==> src/rtl/pwr_gate_pkg.sv <==
package pwr_gate_pkg;
  typedef enum logic [3:0] {
    ST_IDLE,
    ST_DN_PSW,
    ST_DN_MEM,
    ST_DN_GATE,
    ST_UP_PSW,
    ST_UP_MEM,
    ST_UP_ISO,
    ST_UP_RLS,
    ST_UP_CLK
  } pg_state_e;
endpackage

==> src/rtl/pgs_req_hold.sv <==
module pgs_req_hold (
  input  logic clk_i,
  input  logic rst_ni,
  input  logic req_valid_i,
  input  logic req_on_i,
  input  logic take_i,
  output logic pend_o,
  output logic pend_on_o
);
  logic pend_q, on_q;

  always_ff @(posedge clk_i or negedge rst_ni) begin
    if (!rst_ni) begin
      pend_q <= 1'b0;
      on_q   <= 1'b0;
    end else if (req_valid_i) begin
      pend_q <= 1'b1;
      on_q   <= req_on_i;
    end else if (take_i) begin
      pend_q <= 1'b0;
    end
  end

  assign pend_o    = pend_q;
  assign pend_on_o = on_q;
endmodule

==> src/rtl/pgs_timer.sv <==
module pgs_timer #(
  parameter int CNT_W = 8
) (
  input  logic             clk_i,
  input  logic             rst_ni,
  input  logic             load_i,
  input  logic [CNT_W-1:0] load_val_i,
  output logic             zero_o
);
  logic [CNT_W-1:0] cnt_q;

  always_ff @(posedge clk_i or negedge rst_ni) begin
    if (!rst_ni)              cnt_q <= '0;
    else if (load_i)          cnt_q <= load_val_i;
    else if (cnt_q != '0)     cnt_q <= cnt_q - 1'b1;
  end

  assign zero_o = (cnt_q == '0);
endmodule

==> src/rtl/pgs_fsm.sv <==
module pgs_fsm
  import pwr_gate_pkg::*;
#(
  parameter int N_BANKS      = 4,
  parameter int SETTLE_CYC   = 5000,
  parameter int CLK_WAIT_CYC = 5000000,
  parameter bit MEM_ONLY     = 1'b0,
  parameter bit HAS_CLK      = 1'b1,
  parameter bit BOOT_ON      = 1'b0,
  parameter int CNT_W        = 23
) (
  input  logic               clk_i,
  input  logic               rst_ni,
  input  logic               pend_i,
  input  logic               pend_on_i,
  input  logic               always_on_i,
  input  logic               tmr_zero_i,
  output logic               take_o,
  output logic               tmr_load_o,
  output logic [CNT_W-1:0]   tmr_val_o,
  output logic               sleep_o,
  output logic               iso_o,
  output logic [N_BANKS-1:0] bank_pd_o,
  output logic               dom_rst_o,
  output logic               clk_en_o,
  output logic               busy_o,
  output logic               done_o,
  output logic               pwr_on_o
);
  localparam logic [CNT_W-1:0] SET_LD  = CNT_W'(SETTLE_CYC - 1);
  localparam logic [CNT_W-1:0] GATE_LD = CNT_W'(CLK_WAIT_CYC - 1);

  pg_state_e           st_q;
  logic                sleep_q, iso_q, rst_q, clk_q, done_q, lock_q;
  logic [N_BANKS-1:0]  bank_q;
  logic                pwr_on, go_up, go_dn, same;

  always_comb begin
    pwr_on     = MEM_ONLY ? !bank_q[0] : !sleep_q;
    take_o     = (st_q == ST_IDLE) && pend_i;
    same       = take_o && (pend_on_i == pwr_on);
    go_up      = take_o && pend_on_i && !pwr_on;
    go_dn      = take_o && !pend_on_i && pwr_on && !(lock_q && always_on_i);
    tmr_load_o = go_up || go_dn
              || (tmr_zero_i && (st_q == ST_DN_PSW || st_q == ST_UP_PSW))
              || (tmr_zero_i && HAS_CLK && st_q == ST_DN_MEM);
    tmr_val_o  = (st_q == ST_DN_MEM) ? GATE_LD : SET_LD;
  end

  always_ff @(posedge clk_i or negedge rst_ni) begin
    if (!rst_ni) begin
      st_q    <= ST_IDLE;
      sleep_q <= !MEM_ONLY && !BOOT_ON;
      iso_q   <= !MEM_ONLY && !BOOT_ON;
      bank_q  <= BOOT_ON ? '0 : '1;
      rst_q   <= !BOOT_ON;
      clk_q   <= BOOT_ON && HAS_CLK;
      done_q  <= 1'b0;
      lock_q  <= BOOT_ON;
    end else begin
      done_q <= 1'b0;
      unique case (st_q)
        ST_IDLE: begin
          if (go_dn) begin
            sleep_q <= !MEM_ONLY;
            lock_q  <= 1'b0;
            st_q    <= ST_DN_PSW;
          end else if (go_up) begin
            sleep_q <= 1'b0;
            st_q    <= ST_UP_PSW;
          end else if (same) begin
            done_q  <= 1'b1;
          end
        end
        ST_DN_PSW: if (tmr_zero_i) begin
          bank_q <= '1;
          st_q   <= ST_DN_MEM;
        end
        ST_DN_MEM: if (tmr_zero_i) begin
          iso_q <= !MEM_ONLY;
          if (HAS_CLK) st_q <= ST_DN_GATE;
          else begin
            done_q <= 1'b1;
            st_q   <= ST_IDLE;
          end
        end
        ST_DN_GATE: if (tmr_zero_i) begin
          clk_q  <= 1'b0;
          done_q <= 1'b1;
          st_q   <= ST_IDLE;
        end
        ST_UP_PSW: if (tmr_zero_i) begin
          bank_q <= '0;
          st_q   <= ST_UP_MEM;
        end
        ST_UP_MEM: if (tmr_zero_i) begin
          rst_q <= 1'b1;
          st_q  <= ST_UP_ISO;
        end
        ST_UP_ISO: begin
          iso_q <= 1'b0;
          st_q  <= ST_UP_RLS;
        end
        ST_UP_RLS: begin
          rst_q <= 1'b0;
          if (HAS_CLK) st_q <= ST_UP_CLK;
          else begin
            done_q <= 1'b1;
            st_q   <= ST_IDLE;
          end
        end
        ST_UP_CLK: begin
          clk_q  <= 1'b1;
          done_q <= 1'b1;
          st_q   <= ST_IDLE;
        end
        default: st_q <= ST_IDLE;
      endcase
    end
  end

  assign sleep_o   = sleep_q;
  assign iso_o     = iso_q;
  assign bank_pd_o = bank_q;
  assign dom_rst_o = rst_q;
  assign clk_en_o  = clk_q;
  assign busy_o    = (st_q != ST_IDLE);
  assign done_o    = done_q;
  assign pwr_on_o  = pwr_on;
endmodule

==> src/rtl/pwr_gate_seq.sv <==
module pwr_gate_seq #(
  parameter int N_BANKS      = 4,
  parameter int SETTLE_CYC   = 5000,
  parameter int CLK_WAIT_CYC = 5000000,
  parameter bit MEM_ONLY     = 1'b0,
  parameter bit HAS_CLK      = 1'b1,
  parameter bit BOOT_ON      = 1'b0
) (
  input  logic                 clk_i,
  input  logic                 rst_ni,
  input  logic                 req_valid_i,
  input  logic                 req_on_i,
  input  logic                 always_on_i,
  output logic                 sleep_o,
  output logic                 iso_o,
  output logic [2*N_BANKS-1:0] mem_pd_o,
  output logic                 dom_rst_o,
  output logic                 clk_en_o,
  output logic                 busy_o,
  output logic                 done_o,
  output logic                 pwr_on_o
);
  localparam int MAX_WAIT = (SETTLE_CYC > CLK_WAIT_CYC) ? SETTLE_CYC : CLK_WAIT_CYC;
  localparam int CNT_W    = $clog2(MAX_WAIT + 1);

  logic               pend, pend_on, take, tmr_load, tmr_zero;
  logic [CNT_W-1:0]   tmr_val;
  logic [N_BANKS-1:0] bank_pd;

  pgs_req_hold u_req (
    .clk_i       (clk_i),
    .rst_ni      (rst_ni),
    .req_valid_i (req_valid_i),
    .req_on_i    (req_on_i),
    .take_i      (take),
    .pend_o      (pend),
    .pend_on_o   (pend_on)
  );

  pgs_timer #(.CNT_W(CNT_W)) u_tmr (
    .clk_i      (clk_i),
    .rst_ni     (rst_ni),
    .load_i     (tmr_load),
    .load_val_i (tmr_val),
    .zero_o     (tmr_zero)
  );

  pgs_fsm #(
    .N_BANKS      (N_BANKS),
    .SETTLE_CYC   (SETTLE_CYC),
    .CLK_WAIT_CYC (CLK_WAIT_CYC),
    .MEM_ONLY     (MEM_ONLY),
    .HAS_CLK      (HAS_CLK),
    .BOOT_ON      (BOOT_ON),
    .CNT_W        (CNT_W)
  ) u_fsm (
    .clk_i       (clk_i),
    .rst_ni      (rst_ni),
    .pend_i      (pend),
    .pend_on_i   (pend_on),
    .always_on_i (always_on_i),
    .tmr_zero_i  (tmr_zero),
    .take_o      (take),
    .tmr_load_o  (tmr_load),
    .tmr_val_o   (tmr_val),
    .sleep_o     (sleep_o),
    .iso_o       (iso_o),
    .bank_pd_o   (bank_pd),
    .dom_rst_o   (dom_rst_o),
    .clk_en_o    (clk_en_o),
    .busy_o      (busy_o),
    .done_o      (done_o),
    .pwr_on_o    (pwr_on_o)
  );

  // each bank field is two identical enable bits
  for (genvar b = 0; b < N_BANKS; b++) begin : g_bank
    assign mem_pd_o[2*b+1:2*b] = {2{bank_pd[b]}};
  end
endmodule

==> config.mk <==
export PLATFORM = sky130hd
export DESIGN_NAME = pwr_gate_seq
export DESIGN_NICKNAME = d
export VERILOG_FILES = /design/src/rtl/pwr_gate_pkg.sv /design/src/rtl/pgs_req_hold.sv /design/src/rtl/pgs_timer.sv /design/src/rtl/pgs_fsm.sv /design/src/rtl/pwr_gate_seq.sv
export SDC_FILE = /design/constraint.sdc
export NUM_CORES = 1
export LEC_CHECK = 0
export BUFFER_PORTS_ARGS = -buffer_cell sky130_fd_sc_hd__buf_4
export CORE_AREA = 2 2 63 65
export CTS_CLUSTER_DIAMETER = 120
export CTS_CLUSTER_SIZE = 10
export DETAILED_ROUTE_END_ITERATION = 10
export DIE_AREA = 0 0 65 67
export PLACE_DENSITY = 0.85
export SKIP_LAST_GASP = 1
export SYNTH_ARGS = -nofsm -noshare
export SYNTH_HDL_FRONTEND = slang
export SYNTH_SLANG_ARGS = --single-unit
==> constraint.sdc <==
create_clock -name clk_i -period 3.9 [get_ports clk_i]
set_input_delay 0.39 -clock clk_i [delete_from_list [all_inputs] [get_ports clk_i]]
set_output_delay 0.39 -clock clk_i [all_outputs]
set_load 0.05 [all_outputs]
==> impl_metrics.toml <==
[timing]
skew_ns = 0.00642
max_freq_mhz = 367
rsz0062_at_grt = "false"
finalSetupViolCount = 0
drv_slew = 0
slew_headroom = 0.627
postLayoutSetupSlackWorst_ns = 1.18
min_period_over_period = 0.698
finalHoldViolCount = 0
worst_pin_slew_ns = 0.556
fin_tns_setup_ns = 0
min_period_ns = 2.72

[flow_run]
cap_viol_max_count = 0

[cts]
htreeDepth = 2
cts_hold_buf = 0
numCtsBuffers = 5
cts_tree = "done"
clockBufferDepth = 2
clk_pin_slew_ns = 0.07
clock-sinks = 35
cts_root_buffer = "clkbuf_8"
post_cts_buffers = 0
insertion_delay_ns = 0.29
cts_resized = 0

[critical_path]
cp_cell_sequence = "or4_4, nor4_4, nand3_2, o21ai_1, nor3_1"
cp.required_ns = 4.06
cp.arrival_ns = 2.88
slowest_delay_ns = 0.59
endpoint_kind = "flop"
crit_fanout = 17
crit_type = "flop to flop"
worstSetupStartpointType = "flop"
crit_slowest_cell = "or4_4"

[global_route]
antenna_found_initial = 0
track_usage = 0.208
gr-total-overflow = 0
grt_pass1_wl_um = 6830
first_global_vias = 1459
grt_start_max_net_pins = 36

[cells_and_area]
postLayoutCellArea_mm2 = 0.00219
nets = 225
area_delta_synth_final_pct = 11.8
layout-drive-gt1-share = 0.183
diodes = 0

[routing]
wl_per_cell_um = 14.6
routed_via_density = 5.77
drc = 0
vias = 1541
ant_nets = 0
dr.pass1.iters = 4
routed_wl_um = 3900
drt_iter0_drc = 84

[logic_synthesis]
synth_top_area_share = 0.396
synth_cells = 207
synth-main-ff-cell = "dfrtp_1"
synth_seq_cells = 35
synth_edf_count = 0
synth_fp_nets = 214
netlist_area_mm2 = 0.00196
syn-mean-instance-area_um2 = 9.47
synthArstFlopShare = 1.00
synth_top_area_cell = "dfrtp_1"
ys_types = 49
synth-seq-area-share = 0.450
yosys_warnings = 0
synth_area_leaders = "dfrtp_1, xnor2_1, dfstp_2"

[floorplanning]
die_h_um = 67
die_area_mm2 = 0.00436
placement_rows = 22
core_mm2 = 0.00361
io_pins = 20
die_w_um = 65
floorplan.initialDensity = 0.543

[pwr]
switching_share = 0.381
p_int_mw = 0.875
p_leak_nw = 0.929
p_switching_mw = 0.539
ir_worst_vdd_mv = 0.312
clkPwrFrac = 0.241
total_power_mw = 1.41
seqPwrFrac = 0.420
power_frac_comb = 0.339
powerDensity_mw_per_mm2 = 645

[place]
routabilityCongestion = 0.817
numPortBuffers = 18
dpl_cell_area_mm2 = 0.00207
pre_cts_ws_ns = 1.20
place_hpwl_um = 2670

[outcome]
status = "finished, final reports clean"

[hold_path]
hold_class = "input port to asynchronous set/reset pin"
## cell usage in the layout (no fill, tap or decap), drive strengths merged, types with 4 or more instances in the layout
| master | n |
|---|---|
| nor2 | 23 |
| clkbuf | 6 |
| nand2b | 7 |
| inv | 5 |
| nor4 | 9 |
| nand2 | 13 |
| dfrtp | 31 |
| nor3 | 13 |
| nand3 | 4 |
| xnor2 | 14 |
| buf | 19 |
| o21ai | 8 |
| dfstp | 4 |
| a21oi | 14 |
## through the flow
step | cells | util | hold slack, ns
final | 267 | 0.608 | 0.0332
after global routing | 267 | 0.608 | 0.0614
after CTS | 267 | 0.608 | 0.0488
after detailed placement | 259 | 0.575 | 0.366
after global placement | 259 | 0.575 | 0.369
after floorplan | 207 | - | 0.0944
## worst paths after layout
path / start / to / slack (ns) / cells past startpoint
max in group asynchronous: rst_ni / u_fsm.iso_o / 3.52 / 1
min in group clk_i: req_valid_i / u_req.pend_o / 0.30 / 2
hold reg to reg: u_req.pend_on_o / u_fsm.sleep_o / 0.51 / 1
hold / removal: rst_ni / u_tmr.cnt_q[13] / 0.03 / 1
setup reg to reg: u_tmr.cnt_q[16] / u_tmr.cnt_q[22] / 1.18 / 5
setup / recovery: u_tmr.cnt_q[16] / u_tmr.cnt_q[22] / 1.18 / 5
## cell usage after synthesis, drive strengths merged (3+ instances only)
library cell / number
nand2b: 7
inv: 5
clkbuf: 5
xnor2: 14
nor4: 9
xor2: 3
a21oi: 14
o21ai: 8
buf: 10
dfrtp: 31
or3: 3
dfstp: 4
nand3: 4
or4: 3
a31oi: 3
a211oi: 3
nor3: 13
nand2: 13
nor2: 23
and3: 3
## power by group through the flow
stage / clock [mW] / sequential (mW) / combinational, mW
2_1_floorplan: 0 / 0.580 / 0.378
3_3_place_gp: 0 / 0.591 / 0.466
3_5_place_dp: 0 / 0.596 / 0.479
4_1_cts: 0.347 / 0.593 / 0.483
5_1_grt: 0.365 / 0.613 / 0.533
6_report: 0.340 / 0.594 / 0.480
## critical path, delay by kind of cell (launching register included)
family	cells	cell delay [ns]
flops	1	0.43
compound gates	1	0.57
simple gates	4	1.59
## area by class of cell
cell class	count	area, um2
inverters	5	18.8
multi-input cells	152	971
clock inverters	2	35.0
repair buffers	19	143
fillers	316	1420
clock buffers	6	82.6
flip-flops and latches	35	881
well taps	48	60.1
## state kept, by name, indices dropped and copies added, names as in the netlist
signal	count
u_fsm.done_o	1
u_req.pend_o	1
u_fsm.bank_pd_o	1
u_fsm.clk_en_o	1
u_fsm.dom_rst_o	1
u_req.pend_on_o	1
u_fsm.st_q	4
u_tmr.cnt_q	23
u_fsm.iso_o	1
u_fsm.sleep_o	1
## routing by layer
| metal | track usage | part of all wire | vias up | routed length (um) |
|---|---|---|---|---|
| met5 | 0 | 0 | - | 0 |
| met4 | 0.109 | 0.021 | 0 | 80 |
| met3 | 0.0557 | 0.042 | 6 | 163 |
| met2 | 0.340 | 0.48 | 33 | 1880 |
| met1 | 0.251 | 0.45 | 743 | 1770 |
| li1 | - | - | 759 | - |
## logic make-up after synthesis
family,share of synthesized area
AOI/OAI and AO/OA,0.142
buffers and inverters,0.0549
adders and majority gates,0.0128
muxes,0.0115
and+or+nand+nor,0.253
DFF,0.450
xor gates and xnor gates,0.0760
Note: power is estimated with default switching activity, not from simulation.
